File: src/rtl/gpio_pf_pkg.sv
package gpio_pf_pkg;
  localparam int PORT_PINS = 32;
  localparam int WIN_BITS  = 8;
  localparam int NUM_CTL   = 6;

  // address bits 7:4 select the register inside a port window
  localparam logic [3:0] RSEL_DATA = 4'h0;
  localparam logic [3:0] RSEL_INT  = 4'h1;
  localparam logic [3:0] RSEL_MASK = 4'h2;
  localparam logic [3:0] RSEL_PAT1 = 4'h3;
  localparam logic [3:0] RSEL_PAT0 = 4'h4;
  localparam logic [3:0] RSEL_FLAG = 4'h5;
  localparam logic [3:0] RSEL_PULL = 4'h7;

  // storage index of each control register
  localparam logic [2:0] CTL_INT  = 3'd0;
  localparam logic [2:0] CTL_MASK = 3'd1;
  localparam logic [2:0] CTL_PAT1 = 3'd2;
  localparam logic [2:0] CTL_PAT0 = 3'd3;
  localparam logic [2:0] CTL_FLAG = 3'd4;
  localparam logic [2:0] CTL_PULL = 3'd5;

  typedef enum logic [1:0] {
    OP_PLAIN = 2'd0,
    OP_SET   = 2'd1,
    OP_CLR   = 2'd2,
    OP_NONE  = 2'd3
  } acc_op_e;
endpackage

File: src/rtl/gpio_pf_addr_dec.sv
module gpio_pf_addr_dec
  import gpio_pf_pkg::*;
#(
  parameter int NUM_PORTS = 6,
  parameter int PIDX_W    = 3,
  parameter int ADDR_W    = 11
) (
  input  logic                 req,
  input  logic                 we,
  input  logic [ADDR_W-1:0]    addr,
  output logic [NUM_PORTS-1:0] port_hit,
  output logic [PIDX_W-1:0]    port_idx,
  output logic [2:0]           ctl_idx,
  output logic                 acc_ctl,
  output logic                 acc_data,
  output logic                 wr_set,
  output logic                 wr_clr
);
  logic [3:0] rsel;
  logic [3:0] osel;
  logic       port_ok;
  logic       ctl_ok;
  acc_op_e    op;

  assign rsel     = addr[7:4];
  assign osel     = addr[3:0];
  assign port_idx = addr[ADDR_W-1:WIN_BITS];
  assign port_ok  = port_idx < PIDX_W'(NUM_PORTS);

  always_comb begin
    case (osel)
      4'h0:    op = OP_PLAIN;
      4'h4:    op = OP_SET;
      4'h8:    op = OP_CLR;
      default: op = OP_NONE;
    endcase
  end

  always_comb begin
    ctl_ok  = 1'b1;
    ctl_idx = CTL_INT;
    case (rsel)
      RSEL_INT:  ctl_idx = CTL_INT;
      RSEL_MASK: ctl_idx = CTL_MASK;
      RSEL_PAT1: ctl_idx = CTL_PAT1;
      RSEL_PAT0: ctl_idx = CTL_PAT0;
      RSEL_FLAG: ctl_idx = CTL_FLAG;
      RSEL_PULL: ctl_idx = CTL_PULL;
      default:   ctl_ok  = 1'b0;
    endcase
  end

  assign acc_ctl  = port_ok && ctl_ok && (op != OP_NONE);
  assign acc_data = port_ok && (rsel == RSEL_DATA) && (op != OP_NONE);
  assign wr_set   = req && we && acc_ctl && (op == OP_SET);
  assign wr_clr   = req && we && acc_ctl && (op == OP_CLR);

  for (genvar p = 0; p < NUM_PORTS; p++) begin : g_hit
    assign port_hit[p] = port_ok && (port_idx == PIDX_W'(p));
  end
endmodule

File: src/rtl/gpio_pf_setclr_reg.sv
module gpio_pf_setclr_reg #(
  parameter int         W          = 32,
  parameter logic [W-1:0] RST_VAL    = '0,
  parameter logic [W-1:0] FIXED_ONES = '0
) (
  input  logic         clk,
  input  logic         rst_n,
  input  logic         set_en,
  input  logic         clr_en,
  input  logic [W-1:0] wdata,
  output logic [W-1:0] q
);
  logic [W-1:0] nxt;

  always_comb begin
    nxt = q;
    if (clr_en) nxt = nxt & ~wdata;
    if (set_en) nxt = nxt | wdata;
    nxt = nxt | FIXED_ONES;
  end

  always_ff @(posedge clk or negedge rst_n) begin
    if (!rst_n)               q <= RST_VAL | FIXED_ONES;
    else if (set_en || clr_en) q <= nxt;
  end
endmodule

File: src/rtl/gpio_pf_pin_dec.sv
module gpio_pf_pin_dec #(
  parameter bit PU_OK = 1'b1,
  parameter bit PD_OK = 1'b0
) (
  input  logic       intr,
  input  logic       mask,
  input  logic       pat1,
  input  logic       pat0,
  input  logic       pull_dis,
  output logic       func_en,
  output logic [1:0] func_sel,
  output logic       oe,
  output logic       out,
  output logic       pull_en,
  output logic       pull_up,
  output logic       pull_dn
);
  localparam bit CAP = PU_OK || PD_OK;

  always_comb begin
    func_en  = !intr && !mask;
    func_sel = func_en ? {pat1, pat0} : 2'b00;
    oe       = !intr && mask && !pat1;
    out      = oe && pat0;
    pull_en  = !pull_dis && CAP;
    pull_up  = pull_en && PU_OK;
    pull_dn  = pull_en && PD_OK && !PU_OK;
  end
endmodule

File: src/rtl/gpio_pf_port.sv
module gpio_pf_port
  import gpio_pf_pkg::*;
#(
  parameter logic [31:0] PU_MASK = 32'hFFFF_FFFF,
  parameter logic [31:0] PD_MASK = 32'h0000_0000
) (
  input  logic        clk,
  input  logic        rst_n,
  input  logic        sel,
  input  logic        wr_set,
  input  logic        wr_clr,
  input  logic [2:0]  ctl_idx,
  input  logic [31:0] wdata,
  output logic [31:0] rd_ctl,
  output logic [31:0] func_en,
  output logic [63:0] func_sel,
  output logic [31:0] oe,
  output logic [31:0] out,
  output logic [31:0] pull_en,
  output logic [31:0] pull_up,
  output logic [31:0] pull_dn
);
  localparam logic [31:0] CAP = PU_MASK | PD_MASK;

  function automatic logic [31:0] reset_of(input int i);
    case (i)
      int'(CTL_MASK), int'(CTL_PAT1): return 32'hFFFF_FFFF;
      int'(CTL_PULL):                 return ~CAP;
      default:                        return 32'h0;
    endcase
  endfunction

  function automatic logic [31:0] fixed_of(input int i);
    return (i == int'(CTL_PULL)) ? ~CAP : 32'h0;
  endfunction

  logic [31:0] ctl_q [NUM_CTL];

  for (genvar r = 0; r < NUM_CTL; r++) begin : g_reg
    gpio_pf_setclr_reg #(
      .W(32), .RST_VAL(reset_of(r)), .FIXED_ONES(fixed_of(r))
    ) u_reg (
      .clk    (clk),
      .rst_n  (rst_n),
      .set_en (sel && wr_set && (ctl_idx == 3'(r))),
      .clr_en (sel && wr_clr && (ctl_idx == 3'(r))),
      .wdata  (wdata),
      .q      (ctl_q[r])
    );
  end

  always_comb begin
    rd_ctl = '0;
    for (int r = 0; r < NUM_CTL; r++)
      if (ctl_idx == 3'(r)) rd_ctl = ctl_q[r];
  end

  for (genvar b = 0; b < PORT_PINS; b++) begin : g_pin
    gpio_pf_pin_dec #(.PU_OK(PU_MASK[b]), .PD_OK(PD_MASK[b])) u_dec (
      .intr     (ctl_q[CTL_INT][b]),
      .mask     (ctl_q[CTL_MASK][b]),
      .pat1     (ctl_q[CTL_PAT1][b]),
      .pat0     (ctl_q[CTL_PAT0][b]),
      .pull_dis (ctl_q[CTL_PULL][b]),
      .func_en  (func_en[b]),
      .func_sel (func_sel[2*b +: 2]),
      .oe       (oe[b]),
      .out      (out[b]),
      .pull_en  (pull_en[b]),
      .pull_up  (pull_up[b]),
      .pull_dn  (pull_dn[b])
    );
  end
endmodule

File: src/rtl/gpio_pinfunc_bank.sv
module gpio_pinfunc_bank
  import gpio_pf_pkg::*;
#(
  parameter int NUM_PORTS = 6,
  parameter logic [NUM_PORTS*32-1:0] PU_CAP = {NUM_PORTS{32'hFFFF_00FF}},
  parameter logic [NUM_PORTS*32-1:0] PD_CAP = {NUM_PORTS{32'h0000_0F00}},
  localparam int PIDX_W = $clog2(NUM_PORTS + 1),
  localparam int ADDR_W = WIN_BITS + PIDX_W,
  localparam int NPINS  = NUM_PORTS * PORT_PINS
) (
  input  logic              clk,
  input  logic              rst_n,
  input  logic              bus_req,
  input  logic              bus_we,
  input  logic [ADDR_W-1:0] bus_addr,
  input  logic [31:0]       bus_wdata,
  output logic [31:0]       bus_rdata,
  input  logic [NPINS-1:0]  pad_in,
  output logic [NPINS-1:0]  pad_func_en,
  output logic [2*NPINS-1:0] pad_func_sel,
  output logic [NPINS-1:0]  pad_oe,
  output logic [NPINS-1:0]  pad_out,
  output logic [NPINS-1:0]  pad_pull_en,
  output logic [NPINS-1:0]  pad_pull_up,
  output logic [NPINS-1:0]  pad_pull_dn
);
  logic [NUM_PORTS-1:0] port_hit;
  logic [PIDX_W-1:0]    port_idx;
  logic [2:0]           ctl_idx;
  logic                 acc_ctl;
  logic                 acc_data;
  logic                 wr_set;
  logic                 wr_clr;
  logic [31:0]          port_rd  [NUM_PORTS];
  logic [31:0]          port_pin [NUM_PORTS];
  logic [31:0]          rd_word;

  gpio_pf_addr_dec #(
    .NUM_PORTS(NUM_PORTS), .PIDX_W(PIDX_W), .ADDR_W(ADDR_W)
  ) u_dec (
    .req      (bus_req),
    .we       (bus_we),
    .addr     (bus_addr),
    .port_hit (port_hit),
    .port_idx (port_idx),
    .ctl_idx  (ctl_idx),
    .acc_ctl  (acc_ctl),
    .acc_data (acc_data),
    .wr_set   (wr_set),
    .wr_clr   (wr_clr)
  );

  for (genvar p = 0; p < NUM_PORTS; p++) begin : g_port
    assign port_pin[p] = pad_in[p*PORT_PINS +: PORT_PINS];

    gpio_pf_port #(
      .PU_MASK(PU_CAP[p*32 +: 32]), .PD_MASK(PD_CAP[p*32 +: 32])
    ) u_port (
      .clk      (clk),
      .rst_n    (rst_n),
      .sel      (port_hit[p]),
      .wr_set   (wr_set),
      .wr_clr   (wr_clr),
      .ctl_idx  (ctl_idx),
      .wdata    (bus_wdata),
      .rd_ctl   (port_rd[p]),
      .func_en  (pad_func_en[p*32 +: 32]),
      .func_sel (pad_func_sel[p*64 +: 64]),
      .oe       (pad_oe[p*32 +: 32]),
      .out      (pad_out[p*32 +: 32]),
      .pull_en  (pad_pull_en[p*32 +: 32]),
      .pull_up  (pad_pull_up[p*32 +: 32]),
      .pull_dn  (pad_pull_dn[p*32 +: 32])
    );
  end

  // read path: one-hot port select, then control or pin-data word
  always_comb begin
    rd_word = '0;
    for (int p = 0; p < NUM_PORTS; p++) begin
      if (port_hit[p] && acc_ctl)  rd_word = rd_word | port_rd[p];
      if (port_hit[p] && acc_data) rd_word = rd_word | port_pin[p];
    end
  end

  always_ff @(posedge clk or negedge rst_n) begin
    if (!rst_n)                  bus_rdata <= '0;
    else if (bus_req && !bus_we) bus_rdata <= rd_word;
  end

  logic unused_idx;
  assign unused_idx = ^port_idx;
endmodule

File: config.mk
export PLATFORM = sky130hd
export DESIGN_NAME = gpio_pinfunc_bank
export DESIGN_NICKNAME = d
export VERILOG_FILES = /design/src/rtl/gpio_pf_pkg.sv /design/src/rtl/gpio_pf_addr_dec.sv /design/src/rtl/gpio_pf_setclr_reg.sv /design/src/rtl/gpio_pf_pin_dec.sv /design/src/rtl/gpio_pf_port.sv /design/src/rtl/gpio_pinfunc_bank.sv
export SDC_FILE = /design/constraint.sdc
export NUM_CORES = 2
export LEC_CHECK = 0
export CAP_MARGIN = 5
export CORE_AREA = 3 3 700 702
export CTS_CLUSTER_SIZE = 40
export DETAILED_ROUTE_END_ITERATION = 16
export DIE_AREA = 0 0 703 705
export DONT_BUFFER_PORTS = 1
export GPL_ROUTABILITY_DRIVEN = 0
export HOLD_SLACK_MARGIN = 0.06
export PLACE_DENSITY = 0.36
export SETUP_SLACK_MARGIN = 0.15
export SLEW_MARGIN = 30
export SYNTH_ARGS = -nofsm -noshare
export SYNTH_HDL_FRONTEND = slang
export SYNTH_SLANG_ARGS = --single-unit
File: constraint.sdc
create_clock -name clk -period 2.4 [get_ports clk]
set_input_delay 0.24 -clock clk [delete_from_list [all_inputs] [get_ports clk]]
set_output_delay 0.24 -clock clk [all_outputs]
set_load 0.05 [all_outputs]
Word-level counts from Yosys, hierarchy flattened:

Cells that the tools add are included.

* register bits after elaboration: 1160
* word-level logic and storage cells: 2123

* $lt $le $gt $ge: 1
* equal/unequal tests: 21
* multiplexer cells: 315
* bitwise logic cells: 84
* reduce and logical (&&, ||, !) cells: 1665

Operators with widths (number)
* two-way mux 32 bit: 120
* bitwise OR 32 bit: 47
* AND 32 bit: 36
* logical AND 1 bit: 879
* logical NOT 1 bit: 745
* two-way mux 2 bit: 192
* logical OR 1 bit: 36
* NOT 32 bit: 1
* equality test 4 x 3 -> 1 bit, second input constant: 4
* case mux 3 bit (5 select lines): 1
* equality test 3 x 2 -> 1 bit, second input constant: 4
* equality test 3 bit, second input constant: 4
* equality test 4 x 2 -> 1 bit, second input constant: 2
* logical NOT 4 bit: 2
* equality test 3 x 1 -> 1 bit, second input constant: 2
* logical NOT 3 bit: 2
* case mux 2 bit (3 select lines): 1
* OR reduction 6 bit: 1
* equality test 4 x 1 -> 1 bit, second input constant: 1
* equality test 4 bit, second input constant: 1
* less-than comparator 3 bit, second input constant: 1
* equality test 2 x 1 -> 1 bit, second input constant: 1
* equality test 2 bit, second input constant: 1
* inequality test 2 bit, second input constant: 1
* two-way mux 1 bit: 1

Logic depth before layout (Yosys ltp):

* depth after elaboration: 32
* depth in mapped cells: 12
* mapped depth without buffers: 6

Modules after synthesis:

A second synthesis with hierarchy kept.

* cell total of the unflattened synthesis: 7141
* area total of the unflattened synthesis: 72363.2 sq um

Modules (own cells, without submodules)
* gpio_pf_setclr_reg (g_port[0].u_port.g_reg[0].u_reg ...): instances 18, cells each 102, area each 1249.9 sq um, sequential area each 800.8 sq um
* gpio_pf_setclr_reg (g_port[0].u_port.g_reg[1].u_reg ...): instances 12, cells each 102, area each 1290.0 sq um, sequential area each 840.8 sq um
* gpio_pf_port: instances 6, cells each 220, area each 1993.2 sq um, sequential area each 0.0 sq um
* gpio_pf_pin_dec (g_port[0].u_port.g_pin[0].u_dec ...): instances 168, cells each 9, area each 61.3 sq um, sequential area each 0.0 sq um
* gpio_pf_setclr_reg (g_port[0].u_port.g_reg[5].u_reg ...): instances 6, cells each 95, area each 1163.6 sq um, sequential area each 700.7 sq um
* gpio_pinfunc_bank: instances 1, cells each 435, area each 3390.8 sq um, sequential area each 800.8 sq um
* gpio_pf_pin_dec (g_port[0].u_port.g_pin[12].u_dec ...): instances 24, cells each 9, area each 65.1 sq um, sequential area each 0.0 sq um
* gpio_pf_addr_dec: instances 1, cells each 28, area each 191.4 sq um, sequential area each 0.0 sq um

Worst setup path before layout:

No wires, ideal clock.

* path type: in2reg
* from: in bus_addr[6]
* to: reg bus_rdata[2]
* setup time: 0.126 ns
* arrival time: 2.155 ns
* data required time: 2.274 ns
* slack: 0.119 ns
* cell stages on the path: 9
* path buffers: 3
* cell sequence: buf_2 buf_2 or3b_2 clkbuf_1 a21oi_1 nor2_1 a222oi_1 o2111ai_1 o32a_1

* word-level cells in the longest chain between the ends: 32

RTL lines
* from (decl): line gpio_pinfunc_bank.sv:15 `input logic [ADDR_W-1:0] bus_addr,`
* equality test 4 x 3 -> 1 bit or equality test 4 x 2 -> 1 bit (tied branches): line gpio_pf_addr_dec.sv:42 `case (rsel)`
* case mux 3 bit (5 select lines): line gpio_pf_addr_dec.sv:42
* logical NOT 3 bit: line gpio_pf_port.sv:55 `if (ctl_idx == 3'(r)) rd_ctl = ctl_q[r];`
* two-way mux 32 bit (6 in a row): line gpio_pf_port.sv:55
* two-way mux 32 bit: line gpio_pinfunc_bank.sv:81 `if (port_hit[p] && acc_ctl) rd_word = rd_word | port_rd[p];`
* bitwise OR 32 bit: line gpio_pinfunc_bank.sv:82 `if (port_hit[p] && acc_data) rd_word = rd_word | port_pin[p];`
* two-way mux 32 bit: line gpio_pinfunc_bank.sv:82
* bitwise OR 32 bit: line gpio_pinfunc_bank.sv:81
* [11 not listed]
* bitwise OR 32 bit: line gpio_pinfunc_bank.sv:81
* two-way mux 32 bit: line gpio_pinfunc_bank.sv:81
* bitwise OR 32 bit: line gpio_pinfunc_bank.sv:82
* two-way mux 32 bit: line gpio_pinfunc_bank.sv:82
* bitwise OR 32 bit: line gpio_pinfunc_bank.sv:81
* two-way mux 32 bit: line gpio_pinfunc_bank.sv:81
* bitwise OR 32 bit: line gpio_pinfunc_bank.sv:82
* two-way mux 32 bit *: line gpio_pinfunc_bank.sv:82
* to (signal assigned): line gpio_pinfunc_bank.sv:88 `else if (bus_req && !bus_we) bus_rdata <= rd_word;`
* to (decl): line gpio_pinfunc_bank.sv:17 `output logic [31:0] bus_rdata,`

Mark *: on every way between the ends. The rest lies on a longest branch, timed or not.
A chain may end at the register's enable or synchronous reset.

Worst setup path after layout:

* from: in bus_addr[5]
* to: reg bus_rdata[17]

The elaborated chain is that of the path after synthesis.

==> summary.txt <==
Status
  • Status: complete, but fails checks
  • Failing checks: max-slew violations, negative setup slack

Routing
  • DRC violations left: 0
  • Routed wire length: 656300 um
  • Via density: 4.660
  • Drt first pass iters: 6
  • Routed len/inst: 39.67 um
  • 1st-iter DRT viols: 9023
  • Via count: 77098
  • Routed Antenna Nets: 0

STA
  • Slew Limit Fails: 293
  • Setup TNS: -8953 ps
  • Post-route minimum period: 3037 ps
  • Least-Margin Pin Slew: 2037 ps
  • Max Fclk: 329.2 MHz
  • Final setup fails: 101
  • Setup ws final: -637.2 ps
  • Slew HR: -35.79%
  • Final Cycle Share: 126.6%
  • RSZ-0062 raised after global routing: yes
  • Setup Skew: 65.11 ps
  • Fin. Hold Viols: 0

CTS
  • H-tree level count: 4
  • CTS buffer count: 158
  • CTS max path bufs: 4
  • CTS tree: built
  • CTS root buf: clkbuf_16
  • CTS clk-pin slew, worst paths: 60 ps
  • Clk_lat worst skew: 870 ps
  • Clock sink count: 1160

Cells and area
  • Layout cell share with drive strength beyond 1: 41.19%
  • Non-Filler Instances: 16544
  • Most common cell after layout, fill and taps aside: buf_4
  • Final #Nets: 10175
  • Area Overhead vs Synth: 48.73%
  • Most frequent cells in the layout: buf_4, o21ai_0, dfrtp_1, nand2_1, a21oi_1
  • Post-layout util: 22.77%

Placement
  • DP Wirelength: 513200 um
  • Placed cell count: 15655
  • IO buf count: 0

Power
  • Combinational share of power: 13.0%
  • Sw Share: 30.50%
  • Clock network power share: 47.7%
  • Pwr dens: 464.5 nW/um2
  • Static Leak: 44.28 nW
  • Share of power burned in registers: 39.3%
  • Max IR drop VDD: 470.9 uV
  • Internal: 35.65 mW
  • Switching power: 15.65 mW

Critical path
  • Worst R2R Setup Slack: 70 ps
  • CP endpoint kind: flop
  • Crit path arrival time: 3730 ps
  • Slowest CP cell: or3b_4
  • Critical path class: in2reg
  • Critical path buffers and inverters: 2
  • Worst-path maximum fanout: 436
  • Cell Chain, Critical Path: or3b_4 > buf_4 > o22ai_1 > a2111oi_0 > buf_4 > nor4_1 > a31oi_1
  • CP dominant cell by count: buf_4
  • CP peak stage delay: 1080 ps
  • Crit start category: primary input
  • CP delay by family, top: simple AND/OR/NAND/NOR gates
  • WP data required: 3090 ps

Logic synthesis
  • Mux cell area share after synthesis: 2.459%
  • Xor and xnor area share after synthesis: 0.02359%
  • Netlist cell types: 86
  • Post-synthesis cell count: 8788
  • Top_reg_cell synth: dfrtp_1
  • YS warnings: 0
  • Average cell area after synthesis: 8.448 um2
  • Sequential-to-total area share from yosys stat: 39.75%
  • Largest family of logic cells by synthesized area: compound AO/OA/AOI/OAI gates
  • Synth Area in Adders: 0%
  • Post-synthesis simple-gate area fraction: 14.91%
  • Cell area after synthesis: 74240 um2
  • Synth async-reset ratio: 100.0%
  • Count of flip-flops with a built-in enable after synthesis: 0
  • Yosys reg bits: 1160
  • Compound-Gate Fraction of Synth Area: 26.39%

GRT
  • Total gr overflow: 0
  • Initial antenna violation count: 142
  • First-pass GRT wire length: 820400 um
  • Pin count of the biggest net entering global routing: 437
  • Gr usage total: 25.31%
  • Vias in the first global route: 72236

Floorplanning
  • Core Rows: 256
  • Die Width: 703 um
  • Die area: 495600 um2
  • Die Height: 705 um
  • Core Area: 484900 um2
  • Initial Util: 15.31%
  • IO Count: 1807

Worst hold path
  • Min-delay worst type: in2reg

Run
  • Max-cap violation count: 0
final timing paths:
check / start / to / depth (start not counted)
worst max register to register: flop / bus_rdata[1]$_DFFE_PN0P_ / 8
worst min register to register: flop / flop / 1
min in group asynchronous: rst_n / asynchronous set/reset pin / 4
worst min-delay path: bus_addr[5] / bus_rdata[14]$_DFFE_PN0P_ / 6
worst max-delay path: bus_addr[5] / bus_rdata[17]$_DFFE_PN0P_ / 7
max in group asynchronous: rst_n / asynchronous set/reset pin / 9
Yosys cell counts, types with 44 or more instances:
cell type,count,area share [%]
a221oi_1,50,0.59
o22ai_1,120,1.0
dfstp_2,384,14
clkbuf_1,472,2.4
a21oi_1,653,4.4
mux2i_1,125,1.7
a22o_1,322,3.8
o221ai_1,44,0.52
a211oi_1,89,0.90
o21ai_0,1331,9.0
nor3_1,101,0.68
dfrtp_1,776,26
buf_2,157,1.1
nor2_1,546,2.8
a22oi_1,155,1.6
buf_1,57,0.29
inv_1,209,1.1
nor3b_1,203,2.1
and2_1,557,4.7
buf_4,1153,12
nand2_1,668,3.4
o2bb2ai_1,93,1.1
power groups by stage:
stage               sequential [mW]  combinational (mW)  clock, mW
CTS                            20.1                6.53       24.8
detailed placement             20.5                5.61          0
finish                         20.1                6.67       24.5
global route                   20.1                6.85       25.5
floorplan                      20.4                3.34          0
global placement               20.4                5.58          0
per-layer routing:
metal  GRT usage [%]  part of all wire [%]  vias to the layer above
met5               0                 0.046                        -
met4           13.29                   6.7                       46
met3           6.596                   8.6                      963
met2           43.40                    48                     4396
met1           28.71                    36                    39644
li1                -                     -                    32049
cell families after synthesis:
kind of cell              Yosys count
AOI/OAI and AO/OA                3179
xor gates and xnor gates            2
buffers and inverters            2051
DFF                              1160
muxes                             171
other                               1
and+or+nand+nor                  2224
worst min-delay path, stage by stage:
cell and delay [ps]:
nand2_1 60, o21ai_0 60, a22oi_1 60, o21ai_0 80
a22oi_1 70, a31oi_1 160
final cells by class:
type | count | area, um2
Fill cell | 52921 | 374500
Multi-Input combinational cell | 5816 | 38420
Sequential cell | 1160 | 29650
Timing Repair Buffer | 2588 | 28290
Tap cell | 6450 | 8070
Clock buffer | 241 | 4598
Inverter | 212 | 818.3
Clock inverter | 41 | 481.7
Antenna cell | 36 | 90.09
through the flow:
step           area (um2)  setup WS [ps]  hold slack, ps  power, mW
3_5_place_dp        93350          -1235          -47.84      26.06
3_3_place_gp        93110          -1579          -47.53      26.03
5_1_grt            110400         -163.3           58.14      52.48
2_1_floorplan       75140          145.3          -55.59      23.72
6_report           110400         -637.2           24.61      51.29
4_1_cts            107800         -168.2           63.55      51.46
repair_timing:
item	CTS	global route
setup endpoints to repair	726	597
cloned	0	3
hold buffers	132	2
pin swaps	82	66
resized for setup	1406	408
buffers inserted	307	126
hold endpoints to repair	1368	13
Note: power is estimated with default switching activity, not from simulation.
